<file path="src/rtl/cfg_bank_pkg.sv">
package cfg_bank_pkg;
  localparam int unsigned IDX_W      = 8;
  localparam int unsigned DATA_W     = 8;
  localparam int unsigned WAIT_CNT_W = 4;
  localparam logic [IDX_W-1:0]  CTRL_IDX = 8'h21;
  localparam logic [IDX_W-1:0]  AUX_IDX  = 8'h22;
  localparam logic [DATA_W-1:0] CTRL_RST = 8'h11;
  localparam logic [DATA_W-1:0] AUX_RST  = 8'h63;

  // control register bit positions
  localparam int unsigned B_BANK_LOCK = 7;
  localparam int unsigned B_GPIO_LOCK = 6;
  localparam int unsigned B_WAIT_HI   = 3;
  localparam int unsigned B_WAIT_LO   = 2;
  localparam int unsigned B_GLOB_EN   = 0;

  function automatic logic [WAIT_CNT_W-1:0] wait_decode(input logic [1:0] sel);
    case (sel)
      2'b00:   return WAIT_CNT_W'(0);
      2'b01:   return WAIT_CNT_W'(2);
      2'b10:   return WAIT_CNT_W'(6);
      default: return WAIT_CNT_W'(12);
    endcase
  endfunction
endpackage

</file>
<file path="src/rtl/cfg_ctrl_reg.sv">
module cfg_ctrl_reg
  import cfg_bank_pkg::*;
#(
  parameter logic [DATA_W-1:0] RST_VAL = CTRL_RST
) (
  input  logic              clk_i,
  input  logic              rst_ni,
  input  logic              we_i,
  input  logic [DATA_W-1:0] wdata_i,
  output logic [DATA_W-1:0] byte_o,
  output logic              bank_lock_o,
  output logic              gpio_lock_o,
  output logic [1:0]        wait_sel_o,
  output logic              glob_en_o
);
  logic       bank_lock_q, gpio_lock_q, glob_en_q;
  logic [1:0] wait_sel_q;
  logic       unused_wbits;

  assign unused_wbits = ^{wdata_i[5:4], wdata_i[1]};

  always_ff @(posedge clk_i or negedge rst_ni) begin
    if (!rst_ni) begin
      bank_lock_q <= RST_VAL[B_BANK_LOCK];
      gpio_lock_q <= RST_VAL[B_GPIO_LOCK];
      wait_sel_q  <= RST_VAL[B_WAIT_HI:B_WAIT_LO];
      glob_en_q   <= RST_VAL[B_GLOB_EN];
    end else if (we_i) begin
      // locks only ever set; bank lock guards itself and the wait field
      if (wdata_i[B_BANK_LOCK]) bank_lock_q <= 1'b1;
      if (wdata_i[B_GPIO_LOCK]) gpio_lock_q <= 1'b1;
      if (!bank_lock_q) wait_sel_q <= wdata_i[B_WAIT_HI:B_WAIT_LO];
      glob_en_q <= wdata_i[B_GLOB_EN];
    end
  end

  assign byte_o      = {bank_lock_q, gpio_lock_q, 2'b01, wait_sel_q, 1'b0, glob_en_q};
  assign bank_lock_o = bank_lock_q;
  assign gpio_lock_o = gpio_lock_q;
  assign wait_sel_o  = wait_sel_q;
  assign glob_en_o   = glob_en_q;
endmodule

</file>
<file path="src/rtl/cfg_aux_reg.sv">
module cfg_aux_reg
  import cfg_bank_pkg::*;
#(
  parameter logic [DATA_W-1:0] RST_VAL = AUX_RST
) (
  input  logic              clk_i,
  input  logic              rst_ni,
  input  logic              we_i,
  input  logic              lock_i,
  input  logic [DATA_W-1:0] wdata_i,
  output logic [DATA_W-1:0] q_o
);
  always_ff @(posedge clk_i or negedge rst_ni) begin
    if (!rst_ni)              q_o <= RST_VAL;
    else if (we_i && !lock_i) q_o <= wdata_i;
  end
endmodule

</file>
<file path="src/rtl/cfg_out_stage.sv">
module cfg_out_stage
  import cfg_bank_pkg::*;
#(
  parameter logic [1:0] WAIT_RST = 2'b00
) (
  input  logic                  clk_i,
  input  logic                  rst_ni,
  input  logic [1:0]            wait_sel_i,
  input  logic                  gpio_lock_i,
  output logic [WAIT_CNT_W-1:0] wait_cnt_o,
  output logic                  gpio_lock_o
);
  always_ff @(posedge clk_i or negedge rst_ni) begin
    if (!rst_ni) begin
      wait_cnt_o  <= wait_decode(WAIT_RST);
      gpio_lock_o <= 1'b0;
    end else begin
      wait_cnt_o  <= wait_decode(wait_sel_i);
      gpio_lock_o <= gpio_lock_i;
    end
  end
endmodule

</file>
<file path="src/rtl/iocfg_lock_bank.sv">
module iocfg_lock_bank
  import cfg_bank_pkg::*;
#(
  parameter logic [IDX_W-1:0]  CTRL_AT   = CTRL_IDX,
  parameter logic [IDX_W-1:0]  AUX_AT    = AUX_IDX,
  parameter logic [DATA_W-1:0] CTRL_INIT = CTRL_RST,
  parameter logic [DATA_W-1:0] AUX_INIT  = AUX_RST
) (
  input  logic                  clk_i,
  input  logic                  rst_ni,
  input  logic                  wr_en_i,
  input  logic [IDX_W-1:0]      idx_i,
  input  logic [DATA_W-1:0]     wdata_i,
  output logic [DATA_W-1:0]     rdata_o,
  output logic                  dev_en_o,
  output logic [WAIT_CNT_W-1:0] wait_cnt_o,
  output logic                  gpio_lock_o
);
  localparam logic [1:0] WAIT_INIT = CTRL_INIT[B_WAIT_HI:B_WAIT_LO];

  logic              ctrl_we, aux_we;
  logic [DATA_W-1:0] ctrl_byte, aux_byte;
  logic              bank_lock, gpio_lock_bit, glob_en;
  logic [1:0]        wait_sel;

  assign ctrl_we = wr_en_i && (idx_i == CTRL_AT);
  assign aux_we  = wr_en_i && (idx_i == AUX_AT);

  cfg_ctrl_reg #(.RST_VAL(CTRL_INIT)) u_ctrl (
    .clk_i       (clk_i),
    .rst_ni      (rst_ni),
    .we_i        (ctrl_we),
    .wdata_i     (wdata_i),
    .byte_o      (ctrl_byte),
    .bank_lock_o (bank_lock),
    .gpio_lock_o (gpio_lock_bit),
    .wait_sel_o  (wait_sel),
    .glob_en_o   (glob_en)
  );

  cfg_aux_reg #(.RST_VAL(AUX_INIT)) u_aux (
    .clk_i   (clk_i),
    .rst_ni  (rst_ni),
    .we_i    (aux_we),
    .lock_i  (bank_lock),
    .wdata_i (wdata_i),
    .q_o     (aux_byte)
  );

  cfg_out_stage #(.WAIT_RST(WAIT_INIT)) u_out (
    .clk_i       (clk_i),
    .rst_ni      (rst_ni),
    .wait_sel_i  (wait_sel),
    .gpio_lock_i (gpio_lock_bit),
    .wait_cnt_o  (wait_cnt_o),
    .gpio_lock_o (gpio_lock_o)
  );

  always_comb begin
    if (idx_i == CTRL_AT)     rdata_o = ctrl_byte;
    else if (idx_i == AUX_AT) rdata_o = aux_byte;
    else                      rdata_o = '0;
  end

  assign dev_en_o = glob_en;
endmodule

</file>
<file path="config.mk">
export PLATFORM = sky130hd
export DESIGN_NAME = iocfg_lock_bank
export DESIGN_NICKNAME = d
export VERILOG_FILES = /design/src/rtl/cfg_bank_pkg.sv /design/src/rtl/cfg_ctrl_reg.sv /design/src/rtl/cfg_aux_reg.sv /design/src/rtl/cfg_out_stage.sv /design/src/rtl/iocfg_lock_bank.sv
export SDC_FILE = /design/constraint.sdc
export NUM_CORES = 1
export LEC_CHECK = 0
export CAP_MARGIN = 20
export CORE_UTILIZATION = 45
export CTS_CLUSTER_DIAMETER = 120
export CTS_CLUSTER_SIZE = 16
export DETAILED_ROUTE_END_ITERATION = 6
export HOLD_SLACK_MARGIN = 0.12
export PLACE_DENSITY = 0.78
export SLEW_MARGIN = 20
export SYNTH_ARGS = -nofsm -noshare
export SYNTH_HDL_FRONTEND = slang
export SYNTH_HIERARCHICAL = 1
export SYNTH_SLANG_ARGS = --single-unit
export TNS_END_PERCENT = 20
</file>
<file path="constraint.sdc">
create_clock -name clk_i -period 1.6 [get_ports clk_i]
set_input_delay 0.32 -clock clk_i [delete_from_list [all_inputs] [get_ports clk_i]]
set_output_delay 0.32 -clock clk_i [all_outputs]
set_load 0.02 [all_outputs]
</file>
==> qor.txt <==
I/O pin cnt: 33
Std-Cell Rows: 16
Post-Synth Simple-Gate Area: 0.206
post-layout minimum cycle time: 1.71 ns
Worst setup EP type: output port
Tot GR Track Use: 0.193
yosys warns: 6
routability congestion estimate: 0.727
status: finished with violations
Final Non-Filler Cells: 150
unrepaired setup endpoints after global routing: yes
Detail Route Antenna Nets: 0
Clock Path Buffers: 2
fmax: 0.584 GHz
CP Buf/Inv Count: 2
die width: 49.8 microns
DR pass1 iterations: 4
HP Class: primary input to asynchronous set/reset pin
synthesized area: 1030 sq um
clock sinks: 17
Post-Synth XOR/XNOR Area: 0
post-DR wirelength/cell: 14.4 microns
Worst EP required: 1.28 ns
Vias/cell: 5.13
gr ovfl total: 0
Initial DRC Count: 6
height of the die: 49.8 microns
multiplexer area fraction after synthesis: 0.157
crit share post-route: 1.07
CP peak stage delay: 0.59 ns
post-synth cell types: 20
Setup violations, final: 18
cell family with most CP delay: simple AND/OR/NAND/NOR gates
detailed placer's ending HPWL: 1.39 mm
CTS Buf Count: 3
vias in the first global route: 769
global-route wire length before repair: 3.57 mm
Core Box Area: 2060 sq um
initial core utilization: 0.498
path type of the worst setup path: primary input to output port
area delta synth->final: 43.1%
failing checks: setup timing
pre-CTS WS: -0.922 ns
top_reg_cell synth: dfrtp_1
pwr/cell area: 586 nW/um^2
Clock Pin Slew Worst Setup and Hold Paths: 0.10 ns
share of cells above drive strength 1: 0.520
input/output buffers: 31
Max-cap violations: 0
synth top area cells: dfrtp_1 29%, mux2_4 15%, dfstp_2 13%, nand3b_1 12%, buf_4 6.6%
main combinational cell family by area after synthesis: simple AND/OR/NAND/NOR gates
adder-cell area share of the yosys netlist: 0.0244
sequential-to-total area share from yosys stat: 0.420
initial antenna violation count: 0
Worst path slowest cell: or4b_4
Setup WS post-layout: -0.111 ns
EDFF count, synth: 0
CTS Root Cell: clkbuf_4
die area: 2480 sq um
Leak: 0.000636 uW
top-area cell type share of the netlist area: 0.292
Critical Path Start Type: primary input
Async SR Flop Fraction: 1.00
cell taking the most area after synthesis: dfrtp_1
Setup Skew: 0.00710 ns
ant diodes: 0
CP Cell Sequence: buf_6 > or4b_4 > a211oi_2 > buf_4
crit path DAT: 1.39 ns
final net count: 145
Yosys reg bits: 17
worst vdd ir: 0.000512 V
# H-tree levels: 1
Pins Over Slew Limit: 0
Fin. Hold Viols: 0
crit-path max FO: 5
clock latency on the worst-skew pair: 0.29 ns
Synth Area per Inst: 12.2 sq um
DRC: 0
Setup Fix Bufs, Post-CTS: 0
top-count cell post-synth: nand3b_1
final WL: 2.17 mm
dpl cells: 143
most instantiated cells after synthesis: 17 x nand3b_1, 12 x dfrtp_1, 10 x mux2_4
via count: 769
largest net degree at the start of global routing: 18
compound-cell area share of the yosys netlist: 0.0755
CTS tree: yes
# hold bufs at CTS: 0
Post-Synthesis Cells: 84
cell families (layout without fill, tap and decap cells):
logic type      count (synthesis)  after routing
other cells                     3              4
fa+ha+maj                       2              2
simple gates                   25             27
compound gates                 10             10
mux                            11             11
flops                          17             17
buf+inv                        16             52
power breakdown:
part           internal (uW)  total, uW  switching (uW)
combinational           98.8        173            74.3
sequential               455        464            9.65
clock                   96.9        224             127
total                    650        861             211
layer usage:
layer  up-vias  wire (microns)  global-route usage
li1        364               -                   -
met3         0             110              0.0556
met4         0               0              0.0429
met5         -               0                   0
met2        27            1120               0.320
met1       378             933               0.247
cell usage in the layout, fill, tap and decap left out, drive strengths merged:
master         Yosys  routed
dlygate4sd2        0       4
dfstp              5       5
or2                2       3
nand2              1       1
nor4               1       1
buf               11      27
clkdlybuf4s50      0      14
clkdlybuf4s15      0       1
nor3               1       1
or4b               1       2
a211oi             8       8
nor2b              2       2
inv                2       2
conb               3       4
clkbuf             3       4
ha                 2       2
nand3b            17      17
mux2              11      11
dfrtp             12      12
a21o               2       2
layout make-up:
type / count / area (sq um)
inverter: 2 / 7.51
timing repair buffer: 46 / 407
clock buffer: 4 / 26.3
tap: 27 / 33.8
multi-input combinational: 54 / 564
fill: 139 / 592
sequential: 17 / 432
through the flow:
stage           util  area (sq um)  TNS [ns]  hold WS, ns  power, uW
5_1_grt        0.713          1470     -1.72        0.350        901
2_1_floorplan      -          1080     -2.45       0.0244        559
6_report       0.713          1470     -1.22        0.337        861
4_1_cts        0.708          1460     -1.39        0.333        870
3_5_place_dp   0.691          1420    -16.73        0.470        638
3_3_place_gp   0.691          1420    -16.23        0.461        635
registers in the layout (all words and copies together) (netlist names):
name                cells
u_aux/q_o               8
u_ctrl/wait_sel_o       2
u_out/wait_cnt_o        3
u_ctrl/glob_en_o        1
u_ctrl/gpio_lock_o      1
u_out/gpio_lock_o       1
u_ctrl/bank_lock_o      1
timing repair:
action                                 in CTS  in global routing
resized for setup                          70                  4
setup endpoints to repair                  22                 20
gates cloned                                3                  0
pin swaps                                   6                  4
endpoints found under the hold margin       0                  0
final timing paths:
check                      slack (ns)  depth (start not counted)                   end               start
max reg2reg                      0.37                          4          u_aux/q_o[2]  u_ctrl/bank_lock_o
min in group clk_i               0.50                          1     u_out/gpio_lock_o  u_ctrl/gpio_lock_o
min                              0.34                          2  u_ctrl/wait_sel_o[0]              rst_ni
min reg2reg                      0.50                          1     u_out/gpio_lock_o  u_ctrl/gpio_lock_o
max                             -0.11                          4            rdata_o[0]            idx_i[2]
max in group asynchronous        1.01                          2          u_aux/q_o[5]              rst_ni
Note: power is estimated with default switching activity, not from simulation.
